===== src/rtl/cr_pkg.sv =====
package cr_pkg;

  // Sequencer states
  typedef enum logic [2:0] {
    ST_IDLE,
    ST_SETUP,
    ST_ASSERT,
    ST_RELEASE,
    ST_FINISH
  } cr_state_e;

  // Handshake phase within one command
  typedef enum logic [1:0] {
    PH_ADDR,
    PH_RDSTB,
    PH_DATA,
    PH_WRSTB
  } cr_phase_e;

  // Strobe vector index: 0 write, 1 read, 2 capture-data, 3 capture-address
  localparam int unsigned STB_WR   = 0;
  localparam int unsigned STB_RD   = 1;
  localparam int unsigned STB_CAPD = 2;
  localparam int unsigned STB_CAPA = 3;
  localparam int unsigned STB_N    = 4;

  function automatic logic [STB_N-1:0] phase_strobe(cr_phase_e ph);
    logic [STB_N-1:0] s;
    s = '0;
    case (ph)
      PH_ADDR:  s[STB_CAPA] = 1'b1;
      PH_DATA:  s[STB_CAPD] = 1'b1;
      PH_RDSTB: s[STB_RD]   = 1'b1;
      PH_WRSTB: s[STB_WR]   = 1'b1;
      default:  s = '0;
    endcase
    return s;
  endfunction

endpackage


===== src/rtl/cr_ack_sync.sv =====
module cr_ack_sync #(
  parameter int unsigned STAGES = 2
) (
  input  logic clk,
  input  logic rst,
  input  logic d,
  output logic q
);

  logic [STAGES-1:0] chain;

  always_ff @(posedge clk) begin
    if (rst) chain <= '0;
    else     chain <= {chain[STAGES-2:0], d};
  end

  assign q = chain[STAGES-1];

  generate
    if (STAGES == 2) begin : g_two_stage_chk

      sync_lag_chk: assert property (@(posedge clk) disable iff (rst)
        q |-> $past(d, 2));
    end
  endgenerate

endmodule


===== src/rtl/cr_wait_timer.sv =====
module cr_wait_timer #(
  parameter int unsigned LIMIT = 100_000_000,
  localparam int unsigned CW = $clog2(LIMIT + 1)
) (
  input  logic clk,
  input  logic rst,
  input  logic run,
  input  logic restart,
  output logic expired
);

  logic [CW-1:0] cnt;

  always_ff @(posedge clk) begin
    if (rst || restart || !run) cnt <= '0;
    else if (cnt != CW'(LIMIT - 1)) cnt <= cnt + CW'(1);
  end

  assign expired = run && (cnt == CW'(LIMIT - 1));


  tmo_step_chk: assert property (@(posedge clk) disable iff (rst)
    (run && !restart && !expired) |=> (cnt == $past(cnt) + CW'(1)));

endmodule


===== src/rtl/cr_hs_fsm.sv =====
module cr_hs_fsm
  import cr_pkg::*;
#(
  parameter int unsigned DATA_W = 16
) (
  input  logic              clk,
  input  logic              rst,
  input  logic              cmd_valid,
  input  logic              cmd_write,
  input  logic [DATA_W-1:0] cmd_addr,
  input  logic [DATA_W-1:0] cmd_wdata,
  output logic              cmd_ready,
  input  logic              ack_s,
  input  logic [DATA_W-1:0] phy_dout,
  input  logic              tmo_expired,
  output logic              tmo_run,
  output logic              tmo_restart,
  output logic [STB_N-1:0]  strb_q,
  output logic [DATA_W-1:0] bus_q,
  output logic              rsp_done,
  output logic [DATA_W-1:0] rsp_rdata,
  output logic              rsp_err
);

  cr_state_e         st_q, st_n;
  cr_phase_e         ph_q, ph_n;
  logic              wr_q;
  logic [DATA_W-1:0] wdata_q;
  logic [DATA_W-1:0] rdata_q;
  logic              err_q;
  logic              accept;
  logic              tmo_hit;

  assign accept = cmd_valid && (st_q == ST_IDLE);

  always_comb begin
    st_n = st_q;
    ph_n = ph_q;
    case (st_q)
      ST_IDLE: begin
        if (cmd_valid) begin
          st_n = ST_SETUP;
          ph_n = PH_ADDR;
        end
      end
      ST_SETUP:  st_n = ST_ASSERT;
      ST_ASSERT: begin
        if (ack_s || tmo_expired) st_n = ST_RELEASE;
      end
      ST_RELEASE: begin
        if (!ack_s || tmo_expired) begin
          case (ph_q)
            PH_ADDR: begin
              st_n = ST_SETUP;
              ph_n = wr_q ? PH_DATA : PH_RDSTB;
            end
            PH_DATA: begin
              st_n = ST_SETUP;
              ph_n = PH_WRSTB;
            end
            default: st_n = ST_FINISH;
          endcase
        end
      end
      ST_FINISH: st_n = ST_IDLE;
      default:   st_n = ST_IDLE;
    endcase
  end

  assign tmo_hit = ((st_q == ST_ASSERT) && !ack_s && tmo_expired) ||
                   ((st_q == ST_RELEASE) && ack_s && tmo_expired);

  always_ff @(posedge clk) begin
    if (rst) begin
      st_q    <= ST_IDLE;
      ph_q    <= PH_ADDR;
      strb_q  <= '0;
      bus_q   <= '0;
      wr_q    <= 1'b0;
      wdata_q <= '0;
      rdata_q <= '0;
      err_q   <= 1'b0;
    end else begin
      st_q   <= st_n;
      ph_q   <= ph_n;
      strb_q <= (st_n == ST_ASSERT) ? phase_strobe(ph_n) : '0;
      if (accept) begin
        wr_q    <= cmd_write;
        wdata_q <= cmd_wdata;
        bus_q   <= cmd_addr;
        rdata_q <= '0;
        err_q   <= 1'b0;
      end else begin
        if (st_q == ST_RELEASE && st_n == ST_SETUP && ph_n == PH_DATA)
          bus_q <= wdata_q;
        if (st_q == ST_ASSERT && ack_s && ph_q == PH_RDSTB)
          rdata_q <= phy_dout;
        if (tmo_hit)
          err_q <= 1'b1;
      end
    end
  end

  assign cmd_ready   = (st_q == ST_IDLE);
  assign rsp_done    = (st_q == ST_FINISH);
  assign rsp_rdata   = rdata_q;
  assign rsp_err     = err_q;
  assign tmo_run     = (st_q == ST_ASSERT) || (st_q == ST_RELEASE);
  assign tmo_restart = (st_n != st_q);


  strb_onehot_chk: assert property (@(posedge clk) disable iff (rst)
    $onehot0(strb_q));


  idle_quiet_chk: assert property (@(posedge clk) disable iff (rst)
    cmd_ready |-> (strb_q == '0));


  done_pulse_chk: assert property (@(posedge clk) disable iff (rst)
    rsp_done |=> !rsp_done);


  ready_drop_chk: assert property (@(posedge clk) disable iff (rst)
    (cmd_valid && cmd_ready) |=> !cmd_ready);


  err_clear_chk: assert property (@(posedge clk) disable iff (rst)
    (cmd_valid && cmd_ready) |=> !rsp_err);


  strobe_fall_chk: assert property (@(posedge clk) disable iff (rst)
    $fell(|strb_q) |-> $past(ack_s || tmo_expired));

endmodule


===== src/rtl/phy_cr_master.sv =====
module phy_cr_master
  import cr_pkg::*;
#(
  parameter int unsigned DATA_W      = 16,
  parameter int unsigned TIMEOUT_CYC = 100_000_000,
  parameter int unsigned SYNC_STAGES = 2,
  localparam int unsigned CTRL_W     = DATA_W + 4,
  localparam int unsigned STAT_W     = DATA_W + 1
) (
  input  logic              clk,
  input  logic              rst,
  input  logic              cmd_valid,
  output logic              cmd_ready,
  input  logic              cmd_write,
  input  logic [DATA_W-1:0] cmd_addr,
  input  logic [DATA_W-1:0] cmd_wdata,
  output logic              rsp_done,
  output logic [DATA_W-1:0] rsp_rdata,
  output logic              rsp_err,
  output logic [CTRL_W-1:0] phy_ctrl,
  input  logic [STAT_W-1:0] phy_stat
);

  logic              ack_s;
  logic              tmo_run;
  logic              tmo_restart;
  logic              tmo_expired;
  logic [STB_N-1:0]  strb;
  logic [DATA_W-1:0] bus;

  cr_ack_sync #(.STAGES(SYNC_STAGES)) u_sync (
    .clk (clk),
    .rst (rst),
    .d   (phy_stat[DATA_W]),
    .q   (ack_s)
  );

  cr_wait_timer #(.LIMIT(TIMEOUT_CYC)) u_timer (
    .clk     (clk),
    .rst     (rst),
    .run     (tmo_run),
    .restart (tmo_restart),
    .expired (tmo_expired)
  );

  cr_hs_fsm #(.DATA_W(DATA_W)) u_fsm (
    .clk         (clk),
    .rst         (rst),
    .cmd_valid   (cmd_valid),
    .cmd_write   (cmd_write),
    .cmd_addr    (cmd_addr),
    .cmd_wdata   (cmd_wdata),
    .cmd_ready   (cmd_ready),
    .ack_s       (ack_s),
    .phy_dout    (phy_stat[DATA_W-1:0]),
    .tmo_expired (tmo_expired),
    .tmo_run     (tmo_run),
    .tmo_restart (tmo_restart),
    .strb_q      (strb),
    .bus_q       (bus),
    .rsp_done    (rsp_done),
    .rsp_rdata   (rsp_rdata),
    .rsp_err     (rsp_err)
  );

  // Control word layout: [0] write, [1] read, [DATA_W+1:2] data-in,
  // [DATA_W+2] capture-data, [DATA_W+3] capture-address
  assign phy_ctrl = {strb[STB_CAPA], strb[STB_CAPD], bus, strb[STB_RD], strb[STB_WR]};

endmodule


===== config.mk =====
export PLATFORM = sky130hd
export DESIGN_NAME = phy_cr_master
export DESIGN_NICKNAME = d
export VERILOG_FILES = /design/src/rtl/cr_pkg.sv /design/src/rtl/cr_ack_sync.sv /design/src/rtl/cr_wait_timer.sv /design/src/rtl/cr_hs_fsm.sv /design/src/rtl/phy_cr_master.sv
export SDC_FILE = /design/constraint.sdc
export NUM_CORES = 1
export LEC_CHECK = 0
export ABC_AREA = 1
export ABC_CLOCK_PERIOD_IN_PS = 2550
export BUFFER_PORTS_ARGS = -buffer_cell sky130_fd_sc_hd__buf_2
export CAP_MARGIN = 40
export CORE_MARGIN = 4
export CORE_UTILIZATION = 50
export DETAILED_ROUTE_END_ITERATION = 10
export GPL_ROUTABILITY_DRIVEN = 0
export PLACE_DENSITY = 0.82
export SLEW_MARGIN = 5
export SYNTH_ARGS = -nofsm -noshare
export SYNTH_HDL_FRONTEND = slang
export SYNTH_SLANG_ARGS = --single-unit

===== constraint.sdc =====
create_clock -name clk -period 2.55 [get_ports clk]
set_clock_uncertainty 0.15 [all_clocks]
set_input_delay 0.255 -clock clk [delete_from_list [all_inputs] [get_ports clk]]
set_output_delay 0.255 -clock clk [all_outputs]
set_load 0.1 [all_outputs]

==> metrics.cfg <==
[cells_and_area]
num_antenna_cells = 0
layout-drive-gt1-share_pct = 19.6
layout.cells.non_filler = 790
nNetsFinal = 737
finish.utilization_pct = 65.0
stdcell_area_mm2 = 0.00503
area_growth_pct = 26.7

[routing]
antenna_left = 0
drt_iter0_markers = 204
drtPass1Iterations = 5
drc_errors = 0
vias_per_cell = 4.90
routedWlPerCell_um = 12.2
vias = 3874
drt-total-wl_mm = 9.60

[clock_network]
post_cts_resized = 0
h-tree-depth = 3
clock_sinks = 88
cts_buffer_depth = 2
cts_root_buffer = clkbuf_8
numCtsBuffers = 9
ctsHoldBuffers = 31
postCtsSetupBuffers = 0
tritoncts = done
clk_latency_ps = 350
clk_pin_slew_worst_paths_ps = 80

[global_route]
grtUsageMet3_pct = 5.38
use_met2_pct = 34.1
grt_max_degree = 37
grt_util_met1_pct = 25.2
grt_pass1_vias = 3705
overflow = 0
grtUsageTotal_pct = 20.7
antenna_found_initial = 0
grt.busiest_layer = met2
grt_pass1_wl_mm = 16.3

[min_path]
hold_path_depth = 3
hp-class = primary input to flip-flop

[power_and_ir_drop]
power_leakage_nw = 2.21
sw_frac_of_total_pct = 29.9
total_power_mw = 3.09
seqPwrFrac_pct = 47.1
power-per-cell-area_mw_per_mm2 = 616
power_switching_mw = 0.925
vdd_drop_max_mv = 0.463
pwr-share-comb_pct = 18.4
p_clk_share_pct = 34.5
p_int_mw = 2.17

[timing]
fmax_mhz = 446
hold_viol = 0
hold_slack_ps = 9.29
rsz0062_at_grt = no
relSlewSlack_pct = 62.2
final-setup-viol-count = 0
fin_crit_sh_pct = 87.8
final_max_slew_viol_count = 0
period_needed_ps = 2240
worst_slew_pin_slew_ps = 566
final.setup.tns_ps = 0
fin_ws_ps = 310

[synth]
postSynthCellCount = 563
yosys_warnings = 0
syn_area_mm2 = 0.00397
ys_ff_latch = 88
synthDistinctLibCells = 34
async_reset_ff_share_pct = 0
syn_avg_cell_area_um2 = 7.04
seq_area_frac_synth_pct = 44.4
synth_edf_count = 0
yosys_most_used_dff = dfxtp_1
syn_nets = 617

[outcome]
status = complete, no violations

[placement]
post_dp_cell_area_mm2 = 0.00449
io_buffers = 91
dp_hpwl_mm = 6.42
dp_slack_ps = 354
dpl.cell_count = 743

[die]
fp.dieH_um = 97.1
boundaryPins = 92
die_w_um = 97.1
num_rows = 32
start_util_pct = 51.3
coreArea_mm2 = 0.00773
die-area_mm2 = 0.00942

[worst_setup_path]
crit_required_ps = 2650
r2r_cells = 13
cp.arrival_ps = 2340
crit_fanout = 32
critPathKind = flip-flop to flip-flop
worstSetupEndpointType = flip-flop
crit_path_start_kind = flip-flop

[job]
maxCapViolCount = 0

-- cells by family after synthesis --
| kind of cell | after synthesis | share of synthesized area [%] |
|---|---|---|
| flops | 88 | 44.4 |
| simple gates | 302 | 32.4 |
| buf+inv | 86 | 9.12 |
| fa+ha+maj | 1 | 0.315 |
| mux | 2 | 0.536 |
| compound gates | 59 | 7.73 |
| xor+xnor | 25 | 5.52 |
-- worst paths after layout --
check	start	to	slack (ps)
setup reg to reg	u_timer.cnt[0]	u_fsm.bus_q[4]	310
hold / removal	phy_stat[7]	u_fsm.rsp_rdata[7]	9
hold reg to reg	u_sync.chain[0]	u_sync.chain[1]	260
setup / recovery	u_timer.cnt[0]	u_fsm.bus_q[4]	310
-- power groups by stage --
stage / Clock, mW / Combinational [mW] / Sequential [mW]
finish: 1.07 / 0.570 / 1.46
global route: 1.15 / 0.617 / 1.46
CTS: 1.09 / 0.568 / 1.46
detailed placement: 0 / 0.531 / 1.49
global placement: 0 / 0.521 / 1.49
floorplan: 0 / 0.214 / 1.69
-- per-layer routing --
metal | vias up | wire [um]
met2 | 108 | 4690
li1 | 1986 | -
met4 | 0 | 249
met1 | 1757 | 4080
met3 | 23 | 585
met5 | - | 0
-- critical path, cell delays in order (launching register included) --
cell,delay (ps)
dfxtp_1,370
ha_1,170
inv_1,60
nor2_2,160
nand2_2,120
nor2_4,140
nand3_2,120
nand3_1,110
nand2_2,90
o211ai_2,80
buf_4,320
nand3_1,120
nand2_1,80
nor2_1,40
-- layout make-up --
type                            instances  area, um2
Timing Repair Buffer                  129        818
Multi-Input combinational cell        389       1850
Sequential cell                        88       1760
Fill cell                             641       2700
Clock inverter                          4       77.6
Tap cell                              102        128
Clock buffer                           12        145
Inverter                               66        248
-- sequential cells by signal, indices dropped and copies added, names as in the netlist --
name	flops
u_sync.chain	2
u_fsm.bus_q	16
u_fsm.rsp_rdata	16
u_fsm.wr_q	1
u_timer.cnt	27
u_fsm.st_q	3
u_fsm.rsp_err	1
u_fsm.wdata_q	16
u_fsm.strb_q	4
u_fsm.ph_q	2
-- cell usage in the layout, fill, tap and decap left out, drive strengths merged, types with 3 or more instances in the layout --
cell	count
nand3	27
nand4	7
nor4	3
nand2	165
xor2	20
o21ai	4
buf	98
xnor2	5
nor2	81
a21oi	54
inv	66
dlygate4sd3	31
clkbuf	12
dfxtp	88
nor3	13
-- Yosys cell counts (all sizes together) (2+ instances only) --
master | count | share of area [%]
a21oi | 54 | 6.9
and3 | 2 | 0.32
buf | 10 | 1.9
clkbuf | 10 | 0.95
dfxtp | 88 | 44
inv | 66 | 6.2
nand2 | 165 | 16
nand3 | 27 | 3.7
nand4 | 7 | 1.1
nor2 | 81 | 8.2
nor3 | 13 | 1.6
nor4 | 3 | 0.79
o21ai | 4 | 0.50
xnor2 | 5 | 1.1
xor2 | 20 | 4.4
(Power assumes the default switching activity.)
